### src/rtl/wdog_pkg.sv
package wdog_pkg;
  localparam int OFS_CTRL  = 0;
  localparam int OFS_COUNT = 4;

  localparam int BIT_RUN    = 0;
  localparam int BIT_FIRED  = 1;
  localparam int BIT_ACTION = 2;
  localparam int BIT_DIS    = 3;
  localparam int BIT_RELOAD = 7;

  typedef enum logic {
    ACT_RESET    = 1'b0,
    ACT_SHUTDOWN = 1'b1
  } wd_action_e;

  typedef struct packed {
    logic       valid;
    logic       run;
    logic       fired_clr;
    wd_action_e action;
    logic       reload;
  } ctrl_cmd_t;
endpackage

### src/rtl/wdog_regs.sv
module wdog_regs
  import wdog_pkg::*;
#(
  parameter int DATA_W = 32,
  parameter int CNT_W  = 16,
  parameter int ADDR_W = 3
) (
  input  logic              clk,
  input  logic              rst_n,
  input  logic              wen,
  input  logic [ADDR_W-1:0] addr,
  input  logic [DATA_W-1:0] wdata,
  input  logic              st_run,
  input  logic              st_fired,
  input  wd_action_e        st_action,
  input  logic              st_dis,
  output ctrl_cmd_t         cmd,
  output logic [CNT_W-1:0]  count_val,
  output logic [DATA_W-1:0] rdata
);
  localparam logic [ADDR_W-1:0] A_CTRL  = ADDR_W'(OFS_CTRL);
  localparam logic [ADDR_W-1:0] A_COUNT = ADDR_W'(OFS_COUNT);

  logic             sel_ctrl, sel_count;
  logic [CNT_W-1:0] count_q, count_d;
  logic             count_en;

  assign sel_ctrl  = (addr == A_CTRL);
  assign sel_count = (addr == A_COUNT);

  // command decode for the control word
  always_comb begin
    cmd.valid     = wen & sel_ctrl;
    cmd.run       = wdata[BIT_RUN];
    cmd.fired_clr = wdata[BIT_FIRED];
    cmd.action    = wd_action_e'(wdata[BIT_ACTION]);
    cmd.reload    = wen & sel_ctrl & wdata[BIT_RELOAD];
  end

  assign count_en = wen & sel_count;
  assign count_d  = wdata[CNT_W-1:0];

  always_ff @(posedge clk or negedge rst_n) begin
    if (!rst_n)        count_q <= '0;
    else if (count_en) count_q <= count_d;
  end

  assign count_val = count_q;

  // readback: reserved and reload bits are never driven
  always_comb begin
    rdata = '0;
    if (sel_ctrl) begin
      rdata[BIT_RUN]    = st_run;
      rdata[BIT_FIRED]  = st_fired;
      rdata[BIT_ACTION] = st_action;
      rdata[BIT_DIS]    = st_dis;
    end else if (sel_count) begin
      rdata[CNT_W-1:0]  = count_q;
    end
  end

  wire unused_wdata = ^wdata;

  // a count write lands in the stored count one cycle later
  p_count_store_r2: assert property (@(posedge clk) disable iff (!rst_n)
    count_en |=> count_q == $past(count_d));
  // reload and reserved bits never appear on the control readback
  p_ctrl_rd_clean_r9: assert property (@(posedge clk) disable iff (!rst_n)
    sel_ctrl |-> rdata[BIT_RELOAD:BIT_DIS+1] == '0);
endmodule

### src/rtl/wdog_cnt.sv
module wdog_cnt #(
  parameter int CNT_W = 16
) (
  input  logic             clk,
  input  logic             rst_n,
  input  logic             run,
  input  logic             tick,
  input  logic             reload,
  input  logic [CNT_W-1:0] load_val,
  output logic             expire
);
  localparam logic [CNT_W-1:0] ONE = CNT_W'(1);

  logic [CNT_W-1:0] cnt_q, cnt_d;
  logic             step, at_end;

  assign step   = run & tick;
  assign at_end = (cnt_q <= ONE);
  assign expire = step & ~reload & at_end;

  always_comb begin
    cnt_d = cnt_q;
    if (reload)                 cnt_d = load_val;
    else if (step && !at_end)   cnt_d = cnt_q - ONE;
    else if (step)              cnt_d = '0;
  end

  always_ff @(posedge clk or negedge rst_n) begin
    if (!rst_n) cnt_q <= '0;
    else        cnt_q <= cnt_d;
  end

  // a reload always lands the stored count
  p_reload_loads_r4: assert property (@(posedge clk) disable iff (!rst_n)
    reload |=> cnt_q == $past(load_val));
  // stopped counter does not move
  p_stopped_frozen_r11: assert property (@(posedge clk) disable iff (!rst_n)
    (!run && !reload) |=> $stable(cnt_q));
  // expiry only on a running tick
  p_expire_cause_r5: assert property (@(posedge clk) disable iff (!rst_n)
    expire |-> run && tick);
endmodule

### src/rtl/wdog_ctl.sv
module wdog_ctl
  import wdog_pkg::*;
(
  input  logic       clk,
  input  logic       rst_n,
  input  ctrl_cmd_t  cmd,
  input  logic       expire,
  input  logic       hw_disable,
  output logic       run_eff,
  output logic       fired,
  output wd_action_e action,
  output logic       rst_pulse,
  output logic       shut_pulse
);
  logic       run_q, run_d;
  logic       fired_q, fired_d;
  wd_action_e act_q, act_d;
  logic       rst_q, rst_d, shut_q, shut_d;

  always_comb begin
    run_d = run_q;
    if (hw_disable)     run_d = 1'b0;
    else if (expire)    run_d = 1'b0;
    else if (cmd.valid) run_d = cmd.run;

    fired_d = fired_q;
    if (expire)                         fired_d = 1'b1;
    else if (cmd.valid && cmd.fired_clr) fired_d = 1'b0;

    act_d  = cmd.valid ? cmd.action : act_q;
    rst_d  = expire & (act_q == ACT_RESET);
    shut_d = expire & (act_q == ACT_SHUTDOWN);
  end

  always_ff @(posedge clk or negedge rst_n) begin
    if (!rst_n) begin
      run_q   <= 1'b0;
      fired_q <= 1'b0;
      act_q   <= ACT_RESET;
      rst_q   <= 1'b0;
      shut_q  <= 1'b0;
    end else begin
      run_q   <= run_d;
      fired_q <= fired_d;
      act_q   <= act_d;
      rst_q   <= rst_d;
      shut_q  <= shut_d;
    end
  end

  assign run_eff    = run_q & ~hw_disable;
  assign fired      = fired_q;
  assign action     = act_q;
  assign rst_pulse  = rst_q;
  assign shut_pulse = shut_q;

  // never both requests at once
  p_one_action_r6: assert property (@(posedge clk) disable iff (!rst_n)
    $onehot0({rst_q, shut_q}));
  // requests last exactly one cycle
  p_pulse_single_r6: assert property (@(posedge clk) disable iff (!rst_n)
    (rst_q || shut_q) |=> !(rst_q || shut_q));
  // a request comes with the flag set and the timer stopped
  p_fired_with_req_r6: assert property (@(posedge clk) disable iff (!rst_n)
    (rst_q || shut_q) |-> fired_q && !run_q);
  // a clear without expiry drops the flag
  p_w1c_r7: assert property (@(posedge clk) disable iff (!rst_n)
    (cmd.valid && cmd.fired_clr && !expire) |=> !fired_q);
  // strap forces the run bit off
  p_strap_stops_r8: assert property (@(posedge clk) disable iff (!rst_n)
    hw_disable |=> !run_q);
endmodule

### src/rtl/wdog_timer.sv
module wdog_timer
  import wdog_pkg::*;
#(
  parameter int DATA_W  = 32,
  parameter int CNT_W   = 16,
  parameter int ADDR_W  = 3,
  parameter int SYNC_N  = 2
) (
  input  logic              clk,
  input  logic              rst_n,
  input  logic              tick_en,
  input  logic              hw_disable,
  input  logic              reg_wen,
  input  logic [ADDR_W-1:0] reg_addr,
  input  logic [DATA_W-1:0] reg_wdata,
  output logic [DATA_W-1:0] reg_rdata,
  output logic              rst_req,
  output logic              shut_req
);
  logic [SYNC_N-1:0] rs_q;
  logic              rst_i_n;

  always_ff @(posedge clk or negedge rst_n) begin
    if (!rst_n) rs_q <= '0;
    else        rs_q <= {rs_q[SYNC_N-2:0], 1'b1};
  end
  assign rst_i_n = rs_q[SYNC_N-1];

  ctrl_cmd_t        cmd;
  logic [CNT_W-1:0] count_val;
  logic             run_eff, fired, expire;
  wd_action_e       action;

  wdog_regs #(.DATA_W(DATA_W), .CNT_W(CNT_W), .ADDR_W(ADDR_W)) u_regs (
    .clk(clk), .rst_n(rst_i_n), .wen(reg_wen), .addr(reg_addr),
    .wdata(reg_wdata), .st_run(run_eff), .st_fired(fired),
    .st_action(action), .st_dis(hw_disable), .cmd(cmd),
    .count_val(count_val), .rdata(reg_rdata)
  );

  wdog_cnt #(.CNT_W(CNT_W)) u_cnt (
    .clk(clk), .rst_n(rst_i_n), .run(run_eff), .tick(tick_en),
    .reload(cmd.reload), .load_val(count_val), .expire(expire)
  );

  wdog_ctl u_ctl (
    .clk(clk), .rst_n(rst_i_n), .cmd(cmd), .expire(expire),
    .hw_disable(hw_disable), .run_eff(run_eff), .fired(fired),
    .action(action), .rst_pulse(rst_req), .shut_pulse(shut_req)
  );
endmodule

### config.mk
export PLATFORM = sky130hd
export DESIGN_NAME = wdog_timer
export DESIGN_NICKNAME = d
export VERILOG_FILES = /design/src/rtl/wdog_pkg.sv /design/src/rtl/wdog_regs.sv /design/src/rtl/wdog_cnt.sv /design/src/rtl/wdog_ctl.sv /design/src/rtl/wdog_timer.sv
export SDC_FILE = /design/constraint.sdc
export NUM_CORES = 1
export LEC_CHECK = 0
export BUFFER_PORTS_ARGS = -buffer_cell sky130_fd_sc_hd__clkbuf_2
export CORE_MARGIN = 10
export CORE_UTILIZATION = 35
export DETAILED_ROUTE_END_ITERATION = 10
export PLACE_DENSITY_LB_ADDON = 0.12
export SLEW_MARGIN = 20
export SYNTH_ARGS = -nofsm -noshare
export SYNTH_HDL_FRONTEND = slang
export SYNTH_SLANG_ARGS = --single-unit
### constraint.sdc
create_clock -name clk -period 2.6 [get_ports clk]
set_input_delay 0.52 -clock clk [delete_from_list [all_inputs] [get_ports clk]]
set_output_delay 0.52 -clock clk [all_outputs]
set_load 0.01 [all_outputs]
======== Word-level counts from Yosys, hierarchy flattened ========
Index checks and enable logic that the tools add are counted.
cells by class
  reduce and logical (&&, ||, !) cells .... 7
  eq/ne operators ......................... 1
  bitwise logic cells ..................... 12
  mux-type cells .......................... 11
  magnitude comparators ................... 1
  $add $sub $neg .......................... 1
operator list
  kind                   count
  $mux 16                4
  $le 16x1->1 const B    1
  $sub 16x1->16 const B  1
  $mux 12                1
  $and 1x1->1            9
  $reduce_bool 3->1      2
  $mux 1                 5
  $mux 4                 1
  $eq 3x3->1 const B     1
  $logic_not 3->1        1
  $not 1->1              3
  $logic_and 1x1->1      2
  $reduce_bool 2->1      1
  $logic_not 1->1        1
word-level totals
  logic and storage cells ................. 41
  bits in registers ....................... 39
  input port bits ......................... 40
  output and inout bits ................... 34

======== Longest topological paths before layout ========
  word-level depth ........................ 8
  gate-level depth with buffers ........... 8
  mapped depth without buffers ............ 7

======== Modules after synthesis ========
A second synthesis with hierarchy kept.
second synthesis, totals
  cell total of the unflattened synthesis .. 227
  area total of the unflattened synthesis .. 2316.0 um^2
by module, submodules not included
  module      area each (um^2)  seq. area each (um^2)  cells an instance  times used
  wdog_cnt    1086.0            400.4                  129                1
  wdog_regs   989.7             400.4                  82                 1
  wdog_ctl    186.4             125.1                  13                 1
  wdog_timer  53.8              50.0                   3                  1

======== Least setup slack after synthesis ========
No wires, ideal clock.
  path type ............................... input-to-reg
  from .................................... in reg_addr[2]
  to ...................................... reg u_cnt.cnt_q[6]
  path slack .............................. 466 ps
  setup time .............................. 130 ps
  stages .................................. 6
  data required time ...................... 2470 ps
  path buffers ............................ 2
  arrival ................................. 2004 ps
  cells stage by stage .................... buf_2 -> nor4b_1 -> nand2_1 -> clkbuf_1 -> o211ai_1 -> o21ai_0
on the way
  cells in the longest elaborated chain, start to end .. 4
  elaborated cells between the ends (all ways) .. 5
  those cells by class .................... mux (1); bitwise (2); reduce/logical (2)
RTL lines
  what                                                           RTL line          RTL
  start: declaration                                             wdog_timer.sv:14  input logic [ADDR_W-1:0] reg_addr,
  $logic_not 3->1 (*)                                            wdog_regs.sv:28   assign sel_ctrl = (addr == A_CTRL);
  $and 1x1->1 (*) (2 in series)                                  wdog_regs.sv:37   cmd.reload = wen & sel_ctrl & wdata[BIT_RELOAD];
  $reduce_bool 3->1 (no line) / $mux 16 (equally long branches)  --
  end signal: assignment                                         wdog_cnt.sv:30    else cnt_q <= cnt_d;
  end: declaration                                               wdog_cnt.sv:14    logic [CNT_W-1:0] cnt_q, cnt_d;
Every way passes the cells marked *; elsewhere a longest branch is shown, timed or not.
A chain may end at the register's enable or synchronous reset.

======== Worst setup path after layout ========
  from .................................... reg u_cnt.cnt_q[4]
  to ...................................... reg u_cnt.cnt_q[13]
on the way
  cells in the longest elaborated chain, start to end .. 5
  elaborated cells between the ends (all ways) .. 7
  those cells by class .................... add/sub (1); order compare (1); mux (2); reduce/logical (3)
RTL lines
  what               RTL line        RTL
  $le 16x1->1        wdog_cnt.sv:18  assign at_end = (cnt_q <= ONE);
  $logic_not 1->1    wdog_cnt.sv:24  else if (step && !at_end) cnt_d = cnt_q - ONE;
  $logic_and 1x1->1  wdog_cnt.sv:24
  $mux 16            wdog_cnt.sv:24
  $mux 16            wdog_cnt.sv:23  if (reload) cnt_d = load_val;
Parallel ways exist; a longest one is shown, timed or not.

==> out/results.txt <==
status - finished clean
# H-tree levels - 2
first-pass GRT wire length - 8560 um
synthesis-to-layout area growth - 16.4%
EDFF count, synth - 0
fmax - 446 MHz
share of cells above drive strength 1 - 29.9%
CTS clk-pin slew, worst paths - 0.08 ns
sequential share of the synthesized area - 44.8%
part of the cycle the worst path needs - 86.2%
post-CTS sizing - 0
startpoint types - flop
CTS Buf Count - 5
yosys warns - 0
wire per inst - 14.8 um
GPL Wtd Cong - 0.795
Core Area - 0.00599 mm2
CP Cell Sequence - or4_1 -> nor3_4 -> buf_4 -> nand3b_2 -> or3_1 -> a31oi_1
Starting Density - 36.3%
Hold Slack - 0.209 ns
CP max stage cell - or4_1
Die Y - 98.9 um
CP endpoint kind - flop
Longest Clk Path Bufs - 2
PortBufs - 41
diode count - 0
hpwl dp - 3990 um
worst-path maximum fanout - 7
row count - 28
largest cells by area after synthesis - dfrtp_1 45%, mux2_2 8.8%, buf_4 5.5%
GRT Residual Overflow - 0
vias in the first global route - 1783
Post-CTS Setup Bufs - 0
Max-slew headroom - 56.5%
drt drc - 0
Pwr Density - 619 mW/mm2
mapped cell area - 0.00218 mm2
synthesized flop and latch total - 39
largest net degree at the start of global routing - 26
Main synth FF type - dfrtp_1
Total Power - 0.00157 W
Crit path arrival time - 2.45 ns
io pins - 74
Final setup viols - 0
unrepaired setup endpoints after global routing - false
post-route minimum period - 2.24 ns
DR pass1 iterations - 4
syn_area_per_cell - 9.63 um2
worst slew pin tran - 0.650 ns
commonest cells in the netlist - 39 x dfrtp_1, 19 x nor2_1, 17 x mux2_2
die area - 0.00978 mm2
max-slew violation count - 0
Vias/cell - 5.02
DR iter-0 viols - 91
R2R Setup Slk - 0.36 ns
Cells after Synth - 226
TritonCTS clock tree - done
cell with the most instances after synthesis - dfrtp_1
via count - 1752
share of the synthesized area in the top cell type - 44.8%
Max IR drop VDD - 303 uV
clock root buffer master - clkbuf_8
Unique masters post-synth - 38
max-cap viol count - 0
latest clock arrival within the worst-skew pair - 0.29 ns
Die W - 98.9 um
# hold bufs at CTS - 1
Worst Path Required - 2.81 ns
Final ANT Viol Nets - 0
Post-synth ARST share - 100%
Pleak - 1.15 nW
setup TNS - 0 ns
CTS sink cnt - 39
Clock Skew - 0.00848 ns
critical path class - reg -> reg
CP peak stage delay - 0.63 ns
initial antenna violation count - 0
nets@finish - 315
WL final - 5150 um
Worst Hold Class - reg -> async
Final Hold Viols - 0
leading area contributor after synthesis - dfrtp_1
overall routing resource usage - 10.5%
-- layer usage --
layer / wire [um] / vias up / track usage [%]
li1: - / 862 / -
met1: 2530 / 826 / 13.8
met2: 2230 / 57 / 15.7
met3: 321 / 7 / 3.49
met4: 74 / 0 / 3.75
met5: 0 / - / 0
-- kinds of logic after synthesis --
group | synth area share, %
buffers and inverters | 8.39
flip-flops | 44.8
adder cells (fa/ha/maj) | 1.15
XOR/XNOR | 0.402
AO/OA/AOI/OAI | 12.0
multiplexers | 11.6
other | 0.345
AND/OR/NAND/NOR | 21.4
-- cells in the final DEF (no fill, tap or decap), types with 2 or more instances in the layout --
cell / instances
a21oi_1: 12
a22oi_1: 2
a31oi_1: 7
and2_1: 15
buf_4: 11
clkbuf_1: 2
clkbuf_2: 41
clkbuf_8: 5
conb_1: 17
dfrtp_1: 39
ha_1: 2
inv_1: 3
mux2_2: 17
mux2i_1: 6
nand2_1: 15
nand3b_1: 4
nor2_1: 19
nor3_1: 12
nor3b_1: 2
nor4_1: 4
o21ai_0: 15
o41ai_1: 2
or3_1: 4
or4_1: 2
-- flip-flops by register name, indices dropped and copies added, names as in the netlist --
signal / flops
rs_q: 2
u_cnt.cnt_q: 16
u_ctl.action: 1
u_ctl.fired: 1
u_ctl.rst_pulse: 1
u_ctl.run_q: 1
u_ctl.shut_pulse: 1
u_regs.count_val: 16
-- cell type report --
cell class                 count  area [um2]
inverter                       3        11.3
multi-input combinational    171        1070
clock buffer                   7        76.3
clock inverter                 1        5.00
timing repair buffer          53         298
fill                         592        3460
sequential                    39         976
tap                           75        93.8
-- critical path: cells and delay by family, from the launching register on --
kind / cells / cell delay, ns
AND/OR/NAND/NOR: 4 / 1.36
flip-flops: 1 / 0.45
buffers and inverters: 1 / 0.18
AO/OA/AOI/OAI: 1 / 0.16
-- metrics by stage --
step	instance area (um2)	cells	utilization (%)	worst slack, ns
2_1_floorplan	2230	241	-	0.466
3_3_place_gp	2440	340	40.8	0.368
3_5_place_dp	2440	340	40.8	0.383
4_1_cts	2530	349	42.3	0.357
5_1_grt	2530	349	42.3	0.144
6_report	2530	349	42.3	0.358
-- where the power goes --
group	switching [W]	leakage (nW)	internal [W]
Sequential	0.000122	0.473	0.000733
Combinational	0.000165	0.635	0.000164
Clock	0.000198	0.0422	0.000188
Total	0.000484	1.15	0.00109
-- final timing paths --
path | start | endpoint | depth (start not counted)
worst max-delay path | u_cnt.cnt_q[4] | u_cnt.cnt_q[13] | 6
worst min-delay path | rs_q[1] | u_regs.count_val[3] | 0
worst max register to register | u_cnt.cnt_q[4] | u_cnt.cnt_q[13] | 6
worst min register to register | rs_q[1] | u_regs.count_val[3] | 0
max in group asynchronous | rs_q[1] | u_cnt.cnt_q[15] | 1
min in group clk | rs_q[0] | rs_q[1] | 0
Power figures use the tool's default switching activity.
